File: src/rtl/evt_timer_pkg.sv
package evt_timer_pkg;

    localparam int REG_W = 64;

    // global register offsets
    localparam int OFF_GCAP    = 'h000;
    localparam int OFF_GCFG    = 'h010;
    localparam int OFF_GSTS    = 'h020;
    localparam int OFF_CNT     = 'h0F0;
    localparam int OFF_CH_BASE = 'h100;

    // per-channel offsets inside a 0x20 slot
    localparam int CH_OFF_CFG = 'h00;
    localparam int CH_OFF_CMP = 'h08;

    typedef enum logic [1:0] {
        CH_OFF   = 2'd0,
        CH_ARMED = 2'd1,
        CH_SPENT = 2'd2
    } ch_state_e;

    typedef struct packed {
        logic       level;
        logic       int_en;
        logic       periodic;
        logic       setcnt;
        logic [4:0] route;
    } ch_cfg_t;

endpackage

File: src/rtl/evt_timer_counter.sv
module evt_timer_counter #(
    parameter int W = 64
) (
    input  logic         clk,
    input  logic         rst_n,
    input  logic         run_i,
    input  logic         load_i,
    input  logic [W-1:0] load_val_i,
    output logic [W-1:0] cnt_o
);

    logic [W-1:0] cnt_q;

    always_ff @(posedge clk or negedge rst_n) begin
        if (!rst_n)
            cnt_q <= '0;
        else if (run_i)
            cnt_q <= cnt_q + W'(1);
        else if (load_i)
            cnt_q <= load_val_i;
    end

    assign cnt_o = cnt_q;

    assert_run_step_R3: assert property (@(posedge clk) disable iff (!rst_n)
        run_i |=> cnt_q == $past(cnt_q) + W'(1));

    assert_halt_hold_R3: assert property (@(posedge clk) disable iff (!rst_n)
        (!run_i && !load_i) |=> $stable(cnt_q));

    assert_halted_load_R4: assert property (@(posedge clk) disable iff (!rst_n)
        (!run_i && load_i) |=> cnt_q == $past(load_val_i));

endmodule

File: src/rtl/evt_timer_chan.sv
module evt_timer_chan
    import evt_timer_pkg::*;
#(
    parameter logic [31:0] ROUTE_MASK   = 32'h0000_0F04,
    parameter bit          CAN_PERIODIC = 1'b1
) (
    input  logic             clk,
    input  logic             rst_n,
    input  logic             run_i,
    input  logic [REG_W-1:0] cnt_i,
    input  logic             cfg_we_i,
    input  ch_cfg_t          cfg_i,
    input  logic             cmp_we_i,
    input  logic [REG_W-1:0] cmp_wdata_i,
    output logic [REG_W-1:0] cfg_rd_o,
    output logic [REG_W-1:0] cmp_rd_o,
    output logic             level_o,
    output logic [4:0]       route_o,
    output logic             hit_o
);

    ch_cfg_t          cfg_q;
    logic [REG_W-1:0] cmp_q, per_q;
    ch_state_e        st_q, st_d;
    logic             en_nx, hit;

    assign en_nx = cfg_we_i ? cfg_i.int_en : cfg_q.int_en;
    assign hit   = run_i && (st_q == CH_ARMED) && (cnt_i == cmp_q);

    // configuration register
    always_ff @(posedge clk or negedge rst_n) begin
        if (!rst_n) begin
            cfg_q <= '0;
        end else if (cfg_we_i) begin
            cfg_q.level    <= cfg_i.level;
            cfg_q.int_en   <= cfg_i.int_en;
            cfg_q.periodic <= CAN_PERIODIC && cfg_i.periodic;
            cfg_q.setcnt   <= CAN_PERIODIC && cfg_i.setcnt;
            if (ROUTE_MASK[cfg_i.route])
                cfg_q.route <= cfg_i.route;
        end else if (cmp_we_i) begin
            cfg_q.setcnt <= 1'b0;
        end
    end

    // comparator and reload period
    always_ff @(posedge clk or negedge rst_n) begin
        if (!rst_n) begin
            cmp_q <= '0;
            per_q <= '0;
        end else if (cmp_we_i) begin
            cmp_q <= cmp_wdata_i;
            if (cfg_q.periodic && cfg_q.setcnt)
                per_q <= cmp_wdata_i;
        end else if (hit && cfg_q.periodic) begin
            cmp_q <= cmp_q + per_q;
        end
    end

    // state register
    always_ff @(posedge clk or negedge rst_n) begin
        if (!rst_n)
            st_q <= CH_OFF;
        else
            st_q <= st_d;
    end

    // next state
    always_comb begin
        st_d = st_q;
        unique case (st_q)
            CH_OFF: begin
                if (en_nx)
                    st_d = CH_ARMED;
            end
            CH_ARMED: begin
                if (!en_nx)
                    st_d = CH_OFF;
                else if (cfg_we_i || cmp_we_i)
                    st_d = CH_ARMED;
                else if (hit && !cfg_q.periodic)
                    st_d = CH_SPENT;
            end
            CH_SPENT: begin
                if (!en_nx)
                    st_d = CH_OFF;
                else if (cfg_we_i || cmp_we_i)
                    st_d = CH_ARMED;
            end
            default: st_d = CH_OFF;
        endcase
    end

    // outputs
    assign cfg_rd_o = {ROUTE_MASK, 18'b0, cfg_q.route, 2'b0, cfg_q.setcnt, 1'b1,
                       CAN_PERIODIC, cfg_q.periodic, cfg_q.int_en, cfg_q.level, 1'b0};
    assign cmp_rd_o = cmp_q;
    assign level_o  = cfg_q.level;
    assign route_o  = cfg_q.route;
    assign hit_o    = hit;

    assert_spent_silent_R5: assert property (@(posedge clk) disable iff (!rst_n)
        (st_q == CH_SPENT) |-> !hit_o);

    assert_reload_step_R6: assert property (@(posedge clk) disable iff (!rst_n)
        (hit_o && cfg_q.periodic && !cmp_we_i) |=> cmp_q == $past(cmp_q) + $past(per_q));

    assert_setcnt_drop_R6: assert property (@(posedge clk) disable iff (!rst_n)
        (cmp_we_i && !cfg_we_i) |=> !cfg_q.setcnt);

    assert_route_hold_R10: assert property (@(posedge clk) disable iff (!rst_n)
        !cfg_we_i |=> $stable(cfg_q.route));

    assert_disabled_off_R11: assert property (@(posedge clk) disable iff (!rst_n)
        !cfg_q.int_en |-> (st_q == CH_OFF));

endmodule

File: src/rtl/evt_timer_top.sv
module evt_timer_top
    import evt_timer_pkg::*;
#(
    parameter int          NUM_CH        = 3,
    parameter int          ADDR_W        = 12,
    parameter logic [31:0] PERIOD_FS     = 32'd8000000,
    parameter logic [31:0] ROUTE_MASK    = 32'h0000_0F04,
    parameter logic [31:0] PERIODIC_MASK = 32'h0000_0003
) (
    input  logic                clk,
    input  logic                rst_n,
    input  logic                bus_we,
    input  logic [ADDR_W-1:0]   bus_addr,
    input  logic [REG_W-1:0]    bus_wdata,
    output logic [REG_W-1:0]    bus_rdata,
    output logic [NUM_CH-1:0]   irq_o,
    output logic [5*NUM_CH-1:0] irq_route_o
);

    localparam int CH_AW = ADDR_W - 5;

    logic                  run_q;
    logic [NUM_CH-1:0]     sts_q, pulse_q, hit, level;
    logic [REG_W-1:0]      cnt;
    logic [REG_W-1:0]      cfg_rd [NUM_CH];
    logic [REG_W-1:0]      cmp_rd [NUM_CH];
    logic [ADDR_W-1:0]     ch_rel;
    logic                  in_ch, cnt_load, sts_wr;
    logic [REG_W-1:0]      gcap;
    ch_cfg_t               cfg_in;

    assign ch_rel   = bus_addr - ADDR_W'(OFF_CH_BASE);
    assign in_ch    = bus_addr >= ADDR_W'(OFF_CH_BASE);
    assign cnt_load = bus_we && (bus_addr == ADDR_W'(OFF_CNT));
    assign sts_wr   = bus_we && (bus_addr == ADDR_W'(OFF_GSTS));
    assign gcap     = {PERIOD_FS, 18'b0, 1'b1, 5'(NUM_CH - 1), 8'b0};
    assign cfg_in   = '{level: bus_wdata[1], int_en: bus_wdata[2], periodic: bus_wdata[3],
                        setcnt: bus_wdata[6], route: bus_wdata[13:9]};

    // run bit
    always_ff @(posedge clk or negedge rst_n) begin
        if (!rst_n)
            run_q <= 1'b0;
        else if (bus_we && (bus_addr == ADDR_W'(OFF_GCFG)))
            run_q <= bus_wdata[0];
    end

    evt_timer_counter #(.W(REG_W)) u_cnt (
        .clk        (clk),
        .rst_n      (rst_n),
        .run_i      (run_q),
        .load_i     (cnt_load),
        .load_val_i (bus_wdata),
        .cnt_o      (cnt)
    );

    for (genvar i = 0; i < NUM_CH; i++) begin : g_ch
        logic sel;
        assign sel = in_ch && (ch_rel[ADDR_W-1:5] == CH_AW'(i));

        evt_timer_chan #(
            .ROUTE_MASK   (ROUTE_MASK),
            .CAN_PERIODIC (PERIODIC_MASK[i])
        ) u_chan (
            .clk         (clk),
            .rst_n       (rst_n),
            .run_i       (run_q),
            .cnt_i       (cnt),
            .cfg_we_i    (bus_we && sel && (ch_rel[4:0] == 5'(CH_OFF_CFG))),
            .cfg_i       (cfg_in),
            .cmp_we_i    (bus_we && sel && (ch_rel[4:0] == 5'(CH_OFF_CMP))),
            .cmp_wdata_i (bus_wdata),
            .cfg_rd_o    (cfg_rd[i]),
            .cmp_rd_o    (cmp_rd[i]),
            .level_o     (level[i]),
            .route_o     (irq_route_o[5*i +: 5]),
            .hit_o       (hit[i])
        );

        // status latch and edge pulse
        always_ff @(posedge clk or negedge rst_n) begin
            if (!rst_n) begin
                sts_q[i]   <= 1'b0;
                pulse_q[i] <= 1'b0;
            end else begin
                pulse_q[i] <= hit[i] && !level[i];
                if (hit[i] && level[i])
                    sts_q[i] <= 1'b1;
                else if (sts_wr && bus_wdata[i])
                    sts_q[i] <= 1'b0;
            end
        end

        assign irq_o[i] = level[i] ? sts_q[i] : pulse_q[i];

        assert_edge_no_status_R8: assert property (@(posedge clk) disable iff (!rst_n)
            (hit[i] && !level[i] && !sts_q[i]) |=> !sts_q[i]);

        assert_sts_sticky_R9: assert property (@(posedge clk) disable iff (!rst_n)
            (sts_q[i] && !(sts_wr && bus_wdata[i])) |=> sts_q[i]);
    end

    // read mux
    always_comb begin
        bus_rdata = '0;
        case (bus_addr)
            ADDR_W'(OFF_GCAP): bus_rdata = gcap;
            ADDR_W'(OFF_GCFG): bus_rdata = {63'b0, run_q};
            ADDR_W'(OFF_GSTS): bus_rdata = REG_W'(sts_q);
            ADDR_W'(OFF_CNT):  bus_rdata = cnt;
            default: begin
                for (int i = 0; i < NUM_CH; i++) begin
                    if (in_ch && (ch_rel[ADDR_W-1:5] == CH_AW'(i))) begin
                        if (ch_rel[4:0] == 5'(CH_OFF_CFG))
                            bus_rdata = cfg_rd[i];
                        else if (ch_rel[4:0] == 5'(CH_OFF_CMP))
                            bus_rdata = cmp_rd[i];
                    end
                end
            end
        endcase
    end

endmodule

File: config.mk
export PLATFORM = sky130hd
export DESIGN_NAME = evt_timer_top
export DESIGN_NICKNAME = d
export VERILOG_FILES = /design/src/rtl/evt_timer_pkg.sv /design/src/rtl/evt_timer_counter.sv /design/src/rtl/evt_timer_chan.sv /design/src/rtl/evt_timer_top.sv
export SDC_FILE = /design/constraint.sdc
export NUM_CORES = 1
export LEC_CHECK = 0
export BUFFER_PORTS_ARGS = -buffer_cell sky130_fd_sc_hd__buf_2
export CORE_MARGIN = 2
export CORE_UTILIZATION = 40
export DETAILED_ROUTE_END_ITERATION = 16
export PLACE_DENSITY = 0.62
export SYNTH_ARGS = -nofsm -noshare
export SYNTH_HDL_FRONTEND = slang
export SYNTH_HIERARCHICAL = 1
export SYNTH_SLANG_ARGS = --single-unit
File: constraint.sdc
create_clock -name clk -period 3.6 [get_ports clk]
set_input_delay 0.36 -clock clk [delete_from_list [all_inputs] [get_ports clk]]
set_output_delay 0.36 -clock clk [all_outputs]
set_load 0.05 [all_outputs]
==> impl_metrics.yaml, run 1 <==
floorplanning:
  initial_core_util_pct: 40.5
  die-area_mm2: 0.0905
  rows: 108
  chipHeight_um: 301
  ioPinCount: 161
  coreArea_mm2: 0.0870
  die_w_um: 301
clock_network:
  htreeDepth: 2
  root_buffer: "clkbuf_16"
  clockBufferDepth: 3
  tritoncts: "yes"
  cts.clk_slew.worst_paths_ns: 0.06
  postCtsSetupBuffers: 0
  clock_latency_ns: 0.64
  cts.sinks: 422
  cts_buffers: 53
sta:
  slew_headroom_pct: 30.6
  fmaxAchievable_mhz: 289
  timing.hold.ws_ns: 0.0964
  rsz0062_at_grt: "true"
  slew_viol_final: 0
  skew_ns: 0.0266
  setup_violations: 0
  finalCritPeriodShare_pct: 96.3
  final.min_clock_period_ns: 3.47
  worst_slack_ns: 0.134
  hold_viol_final: 0
  worstMarginPinSlew_ns: 1.04
setup_path:
  worst-r2r-cell-count: 11
  critPathTopFamily: "compound AO/OA/AOI/OAI gates"
  slowest_stage: "fa_1"
  r2r_setup_slack_ns: 0.13
  path_class: "reg -> reg"
  worstSetupEndpointType: "register"
  crit_path_cell_trace: "ha_1, fa_1, a21oi_2, o211ai_2, a41o_2, a221oi_4, o41ai_4, a2111oi_2, a21o_1, mux2_1, a311o_1"
  crit_buf_inv: 0
  worstPathArrival_ns: 3.97
  path_depth: 11
  max_stage_delay_ns: 0.42
  crit_fanout: 4
  cp.required_ns: 4.10
  worst_setup_path_start_kind: "register"
drt:
  wl_mm: 148
  firstDrtPassIters: 6
  dr_total_vias: 33069
  drt_iter0_drc: 3775
  drc: 0
  vias_per_cell: 6.16
  ant_nets: 0
  wl_per_cell_um: 27.5
global_routing:
  grt_use_total_pct: 31.8
  grt_remaining_overflow: 0
  grt_pass1_wl_mm: 214
  grt_start_max_net_pins: 118
  grt_pass1_vias: 31055
  grt_antenna_before_repair: 10
layout:
  fin_util_pct: 46.3
  drive_gt1_share_pct: 20.1
  final_area_mm2: 0.0403
  final_nets: 4377
  final_cell_mix: "dfrtp_1, a21oi_1, nand2_1, mux2_2, nor2_1"
  final_common_cell: "dfrtp_1"
  syn2layout_area_growth_pct: 14.3
place:
  dp_slack_ns: 0.0904
  numPortBuffers: 160
  gp_congestion: 1.03
  dpl_cell_area_mm2: 0.0383
  post-dp-hpwl_mm: 114
run_status:
  outcome: "finished clean"
synthesis:
  synth_area_mm2: 0.0352
  synth-edff-count: 0
  synthFlopType: "dfrtp_1"
  syn_area_per_cell_um2: 8.83
  ys_seq_elements: 422
  synth-seq-area-share_pct: 30.0
  synth_cells: 3993
  yosysWarnings: 6
  async_flop_share_pct: 100
  synth.distinct_cells: 118
power_and_ir_drop:
  p_leak_nw: 17.9
  vdd_ir_drop_max_uv: 338
  total_power_mw: 12.5
  powerDensity_mw_per_mm2: 309
hold_path:
  min_path_type: "in -> reg"
  hold_path_depth: 3
run:
  maxCapViolCount: 0
report_power, final:
part / internal (mW) / switching, mW
Combinational: 0.494 / 1.09
Sequential: 4.81 / 0.125
Clock: 3.61 / 2.32
Total: 8.92 / 3.54
Yosys cell counts, types with 27 or more instances:
library cell  number  share of area (%)
o21ai_0          220                3.1
a21oi_1          329                4.7
xor2_1           160                4.0
a21o_1            56                1.2
nor2_1           228                2.4
buf_4            191                4.1
dfrtp_1          422                 30
inv_1             68               0.72
a31oi_1           27               0.48
a211oi_1          36               0.77
nor4_1            68                1.2
o21ai_1           46               0.65
mux2_2           252                8.1
nand4_1          111                2.0
nand2b_1          32               0.57
xnor2_1          126                3.1
mux2i_1          159                4.5
nand2_1          322                3.4
o21bai_1          28               0.60
clkbuf_1         171                1.8
nor3_1            67               0.95
a32o_1            55                1.6
ha_1             129                4.6
o22ai_1           78                1.4
buf_2             57               0.81
nand3_1           91                1.3
cells by family after synthesis:
logic type,share of synthesized area [%]
and+or+nand+nor,16.4
buffers and inverters,7.68
xor gates and xnor gates,7.11
other,0.0639
adders and majority gates,4.69
muxes,14.0
AOI/OAI and AO/OA,20.0
DFF,30.0
what timing repair did:
item                                    in CTS  in global routing
gates resized for setup                      0                  8
hold buffers                                 1                  0
endpoints found under the hold margin       56                  0
endpoints found under the setup margin       0                  9
sequential cells by signal, indices dropped and copies added, names as in the netlist:
register / cells
g_ch.u_chan/per_q: 128
g_ch.u_chan/route_o: 15
g_ch.u_chan/st_q: 6
g_ch.u_chan/level_o: 3
u_cnt/cnt_o: 64
pulse_q: 3
g_ch.u_chan/cmp_rd_o: 192
g_ch.u_chan/cfg_rd_o: 7
sts_q: 3
run_q: 1
worst register-to-register path, stage by stage (launching register included):
cell	delay, ns
dfrtp_1	0.38
ha_1	0.24
fa_1	0.42
a21oi_2	0.21
o211ai_2	0.11
a41o_2	0.35
a221oi_4	0.34
o41ai_4	0.19
a2111oi_2	0.34
a21o_1	0.13
mux2_1	0.31
a311o_1	0.31
metal layers:
layer,share of wire [%],wire length (um),global-route usage [%],up-vias
li1,-,-,-,14788
met1,42,61500,43.9,16237
met2,43,63100,47.3,1689
met3,8.7,12800,4.78,355
met4,6.8,10100,18.4,0
met5,0,0,0,-
through the flow:
stage               instances  TNS (ns)
global placement         5266         0
detailed placement       5266         0
global route             5365   -0.0770
floorplan                4154         0
finish                   5366         0
CTS                      5364         0
worst paths after layout:
path	startpoint	end
max	g_ch[0].u_chan/cmp_rd_o[0]	g_ch[0].u_chan/cmp_rd_o[58]
min	bus_wdata[48]	g_ch[0].u_chan/cmp_rd_o[48]
max reg2reg	g_ch[0].u_chan/cmp_rd_o[0]	g_ch[0].u_chan/cmp_rd_o[58]
min reg2reg	g_ch[0].u_chan/per_q[41]	g_ch[0].u_chan/per_q[41]
max in group asynchronous	rst_n	u_cnt/cnt_o[57]
min in group asynchronous	rst_n	g_ch[0].u_chan/per_q[1]
layout make-up:
type / count / area (um2)
multi-input combinational: 3232 / 22700
fill: 8480 / 46700
sequential: 422 / 10600
tap: 1155 / 1450
inverter: 69 / 259
clock buffer: 71 / 1530
clock inverter: 26 / 390
antenna: 2 / 5.00
timing repair buffer: 389 / 3420
No activity file was read; power rests on OpenSTA's default activity.
==> run 2, diff against run 1 <==
--- a/config.mk
+++ b/config.mk
@@ -6,6 +6,7 @@
 export NUM_CORES = 1
 export LEC_CHECK = 0
 export BUFFER_PORTS_ARGS = -buffer_cell sky130_fd_sc_hd__buf_2
+export CORE_ASPECT_RATIO = 0.5
 export CORE_MARGIN = 2
 export CORE_UTILIZATION = 40
 export DETAILED_ROUTE_END_ITERATION = 16
==> run 2 against run 1 <==
Compared with the run above:
- routed wire length grew 4.2%
- sequential power is essentially flat
- largest power group unchanged
- critical path type unchanged
- critical endpoint is now g_ch[0].u_chan/cmp_rd_o[54]
- first-iteration DRC count grew 39%
- register-to-register slack is essentially flat
==> impl_metrics.yaml, run 2 (synthesis gave the netlist of run 1 again) <==
power_and_ir_drop:
  powerDensity_mw_per_mm2: 297
  vdd_ir_drop_max_uv: 314
  total_power_mw: 11.7
  p_leak_nw: 17.6
clock_network:
  tritoncts: "yes"
  cts.sinks: 422
  clock_latency_ns: 0.64
  root_buffer: "clkbuf_16"
  cts.clk_slew.worst_paths_ns: 0.07
  clockBufferDepth: 3
  htreeDepth: 2
  cts_buffers: 46
setup_path:
  worstPathArrival_ns: 4.04
  worst_setup_path_start_kind: "register"
  crit_fanout: 4
  r2r_setup_slack_ns: 0.13
  worst-r2r-cell-count: 12
  worstSetupEndpointType: "register"
  path_class: "reg -> reg"
  cp-startpoint: "g_ch[0].u_chan/cmp_rd_o[0]"
  reg2reg_to: "g_ch[0].u_chan/cmp_rd_o[54]"
  crit_end: "g_ch[0].u_chan/cmp_rd_o[54]"
  cp.required_ns: 4.17
  rr_startpoint: "g_ch[0].u_chan/cmp_rd_o[0]"
drt:
  ant_nets: 0
  vias_per_cell: 6.29
  drc: 0
  firstDrtPassIters: 7
  drt_iter0_drc: 5240
  wl_mm: 154
  wl_per_cell_um: 28.6
  dr_total_vias: 33753
layout:
  final_cell_mix: "dfrtp_1, a21oi_1, nand2_1, mux2_2, nor2_1"
  regArea_mm2: 0.0106
  syn2layout_area_growth_pct: 11.4
  final_common_cell: "dfrtp_1"
  fin_util_pct: 45.3
  multi_input_area_mm2: 0.0226
  final_nets: 4365
  fill_cells: 8408
  largest_reg_flops: 192
  drive_gt1_share_pct: 19.6
floorplanning:
  initial_core_util_pct: 40.7
  rows: 76
  die-area_mm2: 0.0906
  ioPinCount: 161
  chipHeight_um: 214
  coreArea_mm2: 0.0866
  die_w_um: 424
global_routing:
  grt_pass1_vias: 31247
  grt_start_max_net_pins: 129
  grt_antenna_before_repair: 13
  grt_pass1_wl_mm: 218
  grt_remaining_overflow: 0
  grt_use_total_pct: 32.8
sta:
  setup_violations: 0
  skew_ns: 0.0330
  worst_slack_ns: 0.131
  fin_setup_tns_ns: 0
  hold_viol_final: 0
  worstMarginPinSlew_ns: 1.05
  slew_viol_final: 0
  final.min_clock_period_ns: 3.47
  finalCritPeriodShare_pct: 96.4
  slew_headroom_pct: 30.1
  fmaxAchievable_mhz: 288
place:
  post-dp-hpwl_mm: 118
  gp_congestion: 1.08
  numPortBuffers: 160
  dp_slack_ns: 0.0344
run_status:
  outcome: "finished clean"
hold_path:
  min_path_type: "in -> reg"
run:
  maxCapViolCount: 0
==> run 2: cell count changes in the layout (fill, tap and decap cells not counted), moves of 2 or more <==
cell / before / now
a2111oi_2: 3 / 1
bufinv_16: 9 / 3
inv_6: 0 / 3
buf_12: 62 / 20
clkinv_4: 5 / 1
clkbuf_16: 54 / 46
a2111oi_1: 1 / 3
diode_2: 2 / 8
clkinvlp_4: 2 / 4
buf_2: 119 / 158
buf_4: 205 / 203
==> run 2: through the flow <==
| step | std cells | area, um2 | hold WS, ns |
|---|---|---|---|
| global placement | 5275 | 37700 | 0.450 |
| finish | 5370 | 39300 | 0.0986 |
| detailed placement | 5275 | 37700 | 0.451 |
| CTS | 5361 | 39200 | 0.0738 |
| global route | 5367 | 39200 | 0.117 |
| floorplan | 4154 | 35800 | 0.0644 |
==> run 2: critical path: stages, from the launching register on <==
cell,delay (ns)
dfrtp_1,0.38
ha_1,0.25
fa_1,0.41
a21oi_2,0.20
o211ai_2,0.10
a41o_2,0.32
a221oi_4,0.38
o41ai_4,0.16
buf_4,0.19
a2111oi_4,0.33
nor4_1,0.11
or4_1,0.48
nand3_1,0.11
==> run 2: per-layer routing <==
layer | global-route usage, % | up-vias | part of all wire (%)
li1 | - | 14753 | -
met1 | 45.7 | 16552 | 43
met2 | 45.1 | 2111 | 39
met3 | 12.9 | 337 | 14
met4 | 12.7 | 0 | 4.5
met5 | 0 | - | 0
==> run 2: layout make-up <==
cell class	instances	share of cell area, %
timing repair buffer	384	7.02
clock buffer	64	3.39
inverter	69	0.660
multi-input combinational	3232	57.7
tap	1170	3.73
sequential	422	26.9
clock inverter	21	0.551
antenna	8	0.0510
==> run 2: report_power, final <==
part | switching [mW] | leakage [nW] | internal [mW]
Combinational | 1.13 | 11.6 | 0.480
Sequential | 0.163 | 5.20 | 4.81
Clock | 2.28 | 0.757 | 2.81
Total | 3.57 | 17.6 | 8.10
==> run 2: repair_timing <==
action                                  4_1_cts  5_1_grt
buffers inserted                              0        1
endpoints found under the hold margin        69        0
gates resized for setup                       0        2
hold buffers                                  1        0
endpoints found under the setup margin        0        5
==> run 2: worst min path at each step <==
stage | from | slack [ns] | endpoint | depth (start not counted)
6_report | bus_wdata[51] | 0.1 | g_ch[1].u_chan/cmp_rd_o[51] | 3
5_1_grt | bus_wdata[51] | 0.12 | g_ch[1].u_chan/cmp_rd_o[51] | 3
4_1_cts | bus_wdata[51] | 0.07 | g_ch[1].u_chan/cmp_rd_o[51] | 3
3_5_place_dp | rst_n | 0.45 | g_ch[1].u_chan/per_q[8] | 1
3_3_place_gp | rst_n | 0.45 | g_ch[1].u_chan/cmp_rd_o[10] | 1
2_1_floorplan | rst_n | 0.06 | g_ch[0].u_chan/cfg_rd_o[2] | 0
